File: config.mk
export PLATFORM = sky130hd
export DESIGN_NAME = refpulse_ctrl
export DESIGN_NICKNAME = d
export VERILOG_FILES = /design/src/rtl/refpulse_pkg.sv /design/src/rtl/refpulse_cfg.sv /design/src/rtl/refpulse_sampler.sv /design/src/rtl/refpulse_edge_det.sv /design/src/rtl/refpulse_ctrl.sv
export SDC_FILE = /design/constraint.sdc
export NUM_CORES = 1
export LEC_CHECK = 0
export BUFFER_PORTS_ARGS = -buffer_cell sky130_fd_sc_hd__buf_2
export CAP_MARGIN = 10
export CORE_AREA = 2 2 39 41
export DETAILED_ROUTE_END_ITERATION = 8
export DIE_AREA = 0 0 41 43
export PLACE_DENSITY = 0.72
export SYNTH_ARGS = -nofsm -noshare
export SYNTH_HDL_FRONTEND = slang
export SYNTH_HIERARCHICAL = 1
export SYNTH_SLANG_ARGS = --single-unit
File: constraint.sdc
create_clock -name clk -period 1.5 [get_ports clk]
set_input_delay 0.3 -clock clk [delete_from_list [all_inputs] [get_ports clk]]
set_output_delay 0.3 -clock clk [all_outputs]
set_load 0.1 [all_outputs]
File: src/rtl/refpulse_pkg.sv
package refpulse_pkg;

    localparam int CTRL_W      = 8;
    localparam int POS_ENABLE  = 1;
    localparam int POS_ONESHOT = 2;
    localparam int POS_CAPFALL = 3;
    localparam int POS_POLFALL = 4;

    typedef struct packed {
        logic pol_fall;
        logic cap_fall;
        logic one_shot;
        logic enable;
    } ctrl_t;

    function automatic ctrl_t ctrl_unpack(input logic [CTRL_W-1:0] raw);
        ctrl_t c;
        c.pol_fall = raw[POS_POLFALL];
        c.cap_fall = raw[POS_CAPFALL];
        c.one_shot = raw[POS_ONESHOT];
        c.enable   = raw[POS_ENABLE];
        return c;
    endfunction

    function automatic logic [CTRL_W-1:0] ctrl_pack(input ctrl_t c);
        logic [CTRL_W-1:0] raw;
        raw              = '0;
        raw[POS_POLFALL] = c.pol_fall;
        raw[POS_CAPFALL] = c.cap_fall;
        raw[POS_ONESHOT] = c.one_shot;
        raw[POS_ENABLE]  = c.enable;
        return raw;
    endfunction

endpackage

File: src/rtl/refpulse_cfg.sv
module refpulse_cfg
    import refpulse_pkg::*;
(
    input  logic              clk,
    input  logic              rst_n,
    input  logic              wr_en,
    input  logic [CTRL_W-1:0] wr_data,
    input  logic              hw_clear,
    output ctrl_t             cfg,
    output logic [CTRL_W-1:0] rd_data
);

    ctrl_t cfg_d, cfg_q;

    // Hardware clear first, software write last: the write wins.
    always_comb begin
        cfg_d = cfg_q;
        if (hw_clear) begin
            cfg_d.enable = 1'b0;
        end
        if (wr_en) begin
            cfg_d = ctrl_unpack(wr_data);
        end
    end

    always_ff @(posedge clk or negedge rst_n) begin
        if (!rst_n) begin
            cfg_q <= '0;
        end else begin
            cfg_q <= cfg_d;
        end
    end

    assign cfg     = cfg_q;
    assign rd_data = ctrl_pack(cfg_q);

endmodule

File: src/rtl/refpulse_sampler.sv
module refpulse_sampler #(
    parameter int SYNC_STAGES = 2
) (
    input  logic clk,
    input  logic rst_n,
    input  logic ref_in,
    input  logic cap_fall,
    output logic sample
);

    localparam int CHAIN_W = SYNC_STAGES + 1;

    typedef struct packed {
        logic                   rise;
        logic                   fall_rt;
        logic [SYNC_STAGES-1:0] sync;
    } samp_t;

    samp_t st_d, st_q;
    logic  fall_q;
    logic  picked;
    logic [CHAIN_W-1:0] chain;

    // Falling-edge capture flop; retimed into the rising domain below.
    always_ff @(negedge clk or negedge rst_n) begin
        if (!rst_n) begin
            fall_q <= 1'b0;
        end else begin
            fall_q <= ref_in;
        end
    end

    always_comb begin
        st_d         = st_q;
        st_d.rise    = ref_in;
        st_d.fall_rt = fall_q;
        picked       = cap_fall ? st_q.fall_rt : st_q.rise;
        chain        = {st_q.sync, picked};
        st_d.sync    = chain[SYNC_STAGES-1:0];
    end

    always_ff @(posedge clk or negedge rst_n) begin
        if (!rst_n) begin
            st_q <= '0;
        end else begin
            st_q <= st_d;
        end
    end

    assign sample = st_q.sync[SYNC_STAGES-1];

endmodule

File: src/rtl/refpulse_edge_det.sv
module refpulse_edge_det (
    input  logic clk,
    input  logic rst_n,
    input  logic sample,
    input  logic enable,
    input  logic pol_fall,
    output logic hit,
    output logic pulse
);

    typedef struct packed {
        logic prev;
        logic armed;
        logic pulse;
    } edge_t;

    edge_t st_d, st_q;
    logic  rise_seen;
    logic  fall_seen;

    always_comb begin
        rise_seen = sample & ~st_q.prev;
        fall_seen = ~sample & st_q.prev;
        hit       = enable & st_q.armed & (pol_fall ? fall_seen : rise_seen);

        st_d       = st_q;
        st_d.prev  = sample;
        // History is only trusted after one enabled cycle.
        st_d.armed = enable;
        st_d.pulse = hit;
    end

    always_ff @(posedge clk or negedge rst_n) begin
        if (!rst_n) begin
            st_q <= '0;
        end else begin
            st_q <= st_d;
        end
    end

    assign pulse = st_q.pulse;

endmodule

File: src/rtl/refpulse_ctrl.sv
module refpulse_ctrl
    import refpulse_pkg::*;
#(
    parameter int SYNC_STAGES = 2
) (
    input  logic              clk,
    input  logic              rst_n,
    input  logic              ref_in,
    input  logic              wr_en,
    input  logic [CTRL_W-1:0] wr_data,
    output logic [CTRL_W-1:0] rd_data,
    output logic              align_pulse
);

    ctrl_t cfg;
    logic  sample;
    logic  hit;
    logic  hw_clear;

    assign hw_clear = hit & cfg.one_shot;

    refpulse_cfg u_cfg (
        .clk      (clk),
        .rst_n    (rst_n),
        .wr_en    (wr_en),
        .wr_data  (wr_data),
        .hw_clear (hw_clear),
        .cfg      (cfg),
        .rd_data  (rd_data)
    );

    refpulse_sampler #(
        .SYNC_STAGES (SYNC_STAGES)
    ) u_sampler (
        .clk      (clk),
        .rst_n    (rst_n),
        .ref_in   (ref_in),
        .cap_fall (cfg.cap_fall),
        .sample   (sample)
    );

    refpulse_edge_det u_edge (
        .clk      (clk),
        .rst_n    (rst_n),
        .sample   (sample),
        .enable   (cfg.enable),
        .pol_fall (cfg.pol_fall),
        .hit      (hit),
        .pulse    (align_pulse)
    );

endmodule

Word level (Yosys, flattened, before mapping)
Index checks and enable logic that the tools add are counted.

word-level totals
  register bits after elaboration = 12
  input port bits = 12
  output and inout bits = 9
  logic and storage cells = 23

operators by class
  multiplexer cells = 4
  bitwise logic cells = 7
  reductions and logical operators = 1

operator list
  kind                count
  1-bit bitwise AND   5
  1-bit 2-to-1 mux    4
  1-bit inverter      2
  2-bit nonzero test  1

Longest topological paths before layout
  depth after elaboration = 7
  gate-level depth with buffers = 5

Modules after synthesis
The synthesis kept the hierarchy.

by module, submodules not included
  module             instances  cells an instance  area an instance (um^2)  sequential area each (um^2)
  refpulse_cfg       1          18                 211.5                    100.1
  refpulse_sampler   1          6                  140.1                    125.1
  refpulse_edge_det  1          7                  103.8                    75.1
  refpulse_ctrl      1          1                  6.3                      0.0

==> flow_metrics.env <==
export IMPL_outcome="completed"
export IMPL_ctsRootBufferMaster="clkbuf_4"
export IMPL_clockBufferDepth=2
export IMPL_crit_slowest_cell="buf_2"
export IMPL_grt_usage_pct=8.41
export IMPL_ys_ff_latch=12
export IMPL_die_y_um=43
export IMPL_final_cell_mix="buf_2, dfrtp_1, conb_1"
export IMPL_drt_total_wl_um=604
export IMPL_hp_class="primary input to flop"
export IMPL_ioPinCount=21
export IMPL_ant_nets=0
export IMPL_htree_levels=1
export IMPL_cts_sinks=12
export IMPL_design_core_area_um2=1380
export IMPL_grt_max_degree=12
export IMPL_drt_iter0_drc=2
export IMPL_crit_path_max_incr_delay_ns=0.45
export IMPL_start_util_pct=33.4
export IMPL_drtPass1Iterations=2
export IMPL_syn_inst=32
export IMPL_critical_path_class="flop to primary output"
export IMPL_mostFrequentLayoutCell="buf_2"
export IMPL_synthToLayoutAreaGrowth_pct=18.4
export IMPL_setup_violations=0
export IMPL_fin_worst_skew_ns=0.00756
export IMPL_port_buffers=12
export IMPL_ff2ff_path_depth=5
export IMPL_rsz0062_at_grt="false"
export IMPL_drv_cap=0
export IMPL_overflow=0
export IMPL_crit_family="buffers and inverters"
export IMPL_avgSynthCellArea_um2=14.4
export IMPL_clk_pin_slew_ns=0.07
export IMPL_route_detailed_drc=0
export IMPL_fillers=137
export IMPL_fin_tns_setup_ns=0
export IMPL_crit_cells=1
export IMPL_period_share_pct=93.9
export IMPL_grt_pass1_vias=224
export IMPL_num_rows=14
export IMPL_hold_viol=0
export IMPL_cts_tree="done"
export IMPL_utilization_pct=39.5
export IMPL_cp_data_required_time_ns=1.20
export IMPL_synth_area_um2=462
export IMPL_via_per_inst=4.30
export IMPL_timing_rr_start="u_cfg/cfg[3]"
export IMPL_startpoint_type="flop"
export IMPL_ir_worst_vdd_mv=0.542
export IMPL_maxSlewViolCount=0
export IMPL_num_vias=262
export IMPL_ys_warn_count=6
export IMPL_leakagePower_nw=0.271
export IMPL_synth_cell_types=13
export IMPL_crit_chain="buf_2"
export IMPL_crit_buf_inv=1
export IMPL_antenna_found_initial=0
export IMPL_post_cts_setup_buffers=0
export IMPL_whs_path_depth=1
export IMPL_dieArea_um2=1760
export IMPL_wl_per_cell_um=9.90
export IMPL_path_max_fanout=3
export IMPL_die_x_um=41
export IMPL_p_per_area_nw_per_um2=1460
export IMPL_yosysSeqAreaShare_pct=65.0
export IMPL_worstSetupStartpoint="u_cfg/cfg[2]"
export IMPL_period_needed_ns=1.41
export IMPL_n_antenna_cell=0
export IMPL_grt_pass1_wl_um=945
export IMPL_cts_buffers=3
export IMPL_drive_gt1_share_pct=51.1
export IMPL_nets=58
export IMPL_place_gp_congestion=0.649
export IMPL_worstHoldStart="ref_in"
export IMPL_worst_ep_arrival_time_ns=1.11
export IMPL_fmax_ghz=0.710
export IMPL_clock_latency_ns=0.27
export IMPL_crit_path_end_kind="primary output"
==> worst paths after layout <==
kind	end	slack, ns
max	rd_data[3]	0.09
max in group asynchronous	u_sampler/fall_q	0.40
min in group asynchronous	u_cfg/cfg[2]	0.50
min	u_sampler/st_q[3]	0.15
max reg2reg	u_cfg/cfg[0]	0.09
min reg2reg	u_sampler/sample	0.35
==> state kept, by name (all words and copies together), names as in the netlist <==
name	count
u_cfg/cfg	4
u_edge/st_q	2
u_sampler/st_q	2
u_edge/pulse	1
u_sampler/chain	1
u_sampler/fall_q	1
u_sampler/sample	1
==> worst reg2reg max path: cells and delay by family (launching register included) <==
kind,cells,cell delay [ns]
compound gates,2,0.35
simple gates,3,0.55
flops,1,0.41
==> metal layers <==
metal  wire length, um  GRT usage (%)
met1               256           11.4
met2               271           10.6
met4                 0           6.00
met3                75           3.14
met5                 0              0
==> through the flow <==
stage | power [mW] | area [um2] | hold slack (ns) | instances | setup slack (ns)
final | 0.800 | 547 | 0.149 | 61 | 0.0915
after global routing | 0.836 | 547 | 0.129 | 61 | 0.0164
after CTS | 0.810 | 547 | 0.141 | 61 | 0.0778
after detailed placement | 0.559 | 500 | 0.253 | 56 | 0.0954
after global placement | 0.555 | 500 | 0.244 | 56 | 0.112
after floorplan | 0.546 | 473 | 0.00441 | 35 | 0.177
==> cell families (layout without fill, tap and decap cells) <==
| logic type | after synthesis | in the layout | share of synthesized area [%] |
|---|---|---|---|
| multiplexers | 4 | 4 | 10.6 |
| flip-flops | 12 | 12 | 65.0 |
| buffers and inverters | 8 | 18 | 13.0 |
| AND/OR/NAND/NOR | 5 | 5 | 6.50 |
| other | 1 | 4 | 0.812 |
| AO/OA/AOI/OAI | 2 | 2 | 4.07 |
==> layout make-up <==
cell class,count,area [um2],area share (%)
Tap cell,16,20.0,3.66
Clock buffer,4,36.3,6.64
Timing Repair Buffer,14,77.6,14.2
Sequential cell,12,300,54.9
Multi-Input combinational cell,15,113,20.6
==> where the power goes <==
group	switching [mW]	leakage [nW]	total, mW	internal (mW)
Sequential	0.0144	0.143	0.364	0.350
Clock	0.100	0.0210	0.247	0.147
Combinational	0.152	0.107	0.188	0.0357
Total	0.267	0.271	0.800	0.533
==> synth_stat cells <==
library cell  instances  area (um2)
dfrtp_1              11         275
buf_4                 8        60.1
mux2_2                3        33.8
a21oi_2               1        8.76
a22o_2                1        10.0
and2_1                1        6.26
conb_1                1        3.75
dfrtn_1               1        25.0
mux2_4                1        15.0
nand2_1               1        3.75
nand3b_1              1        7.51
nor2_1                1        3.75
or3b_1                1        8.76
==> repair_timing <==
| item | CTS | global route |
|---|---|---|
| hold buffers | 1 | 0 |
| resized for setup | 0 | 0 |
| endpoints found under the hold margin | 11 | 0 |
Note: power is estimated with default switching activity, not from simulation.
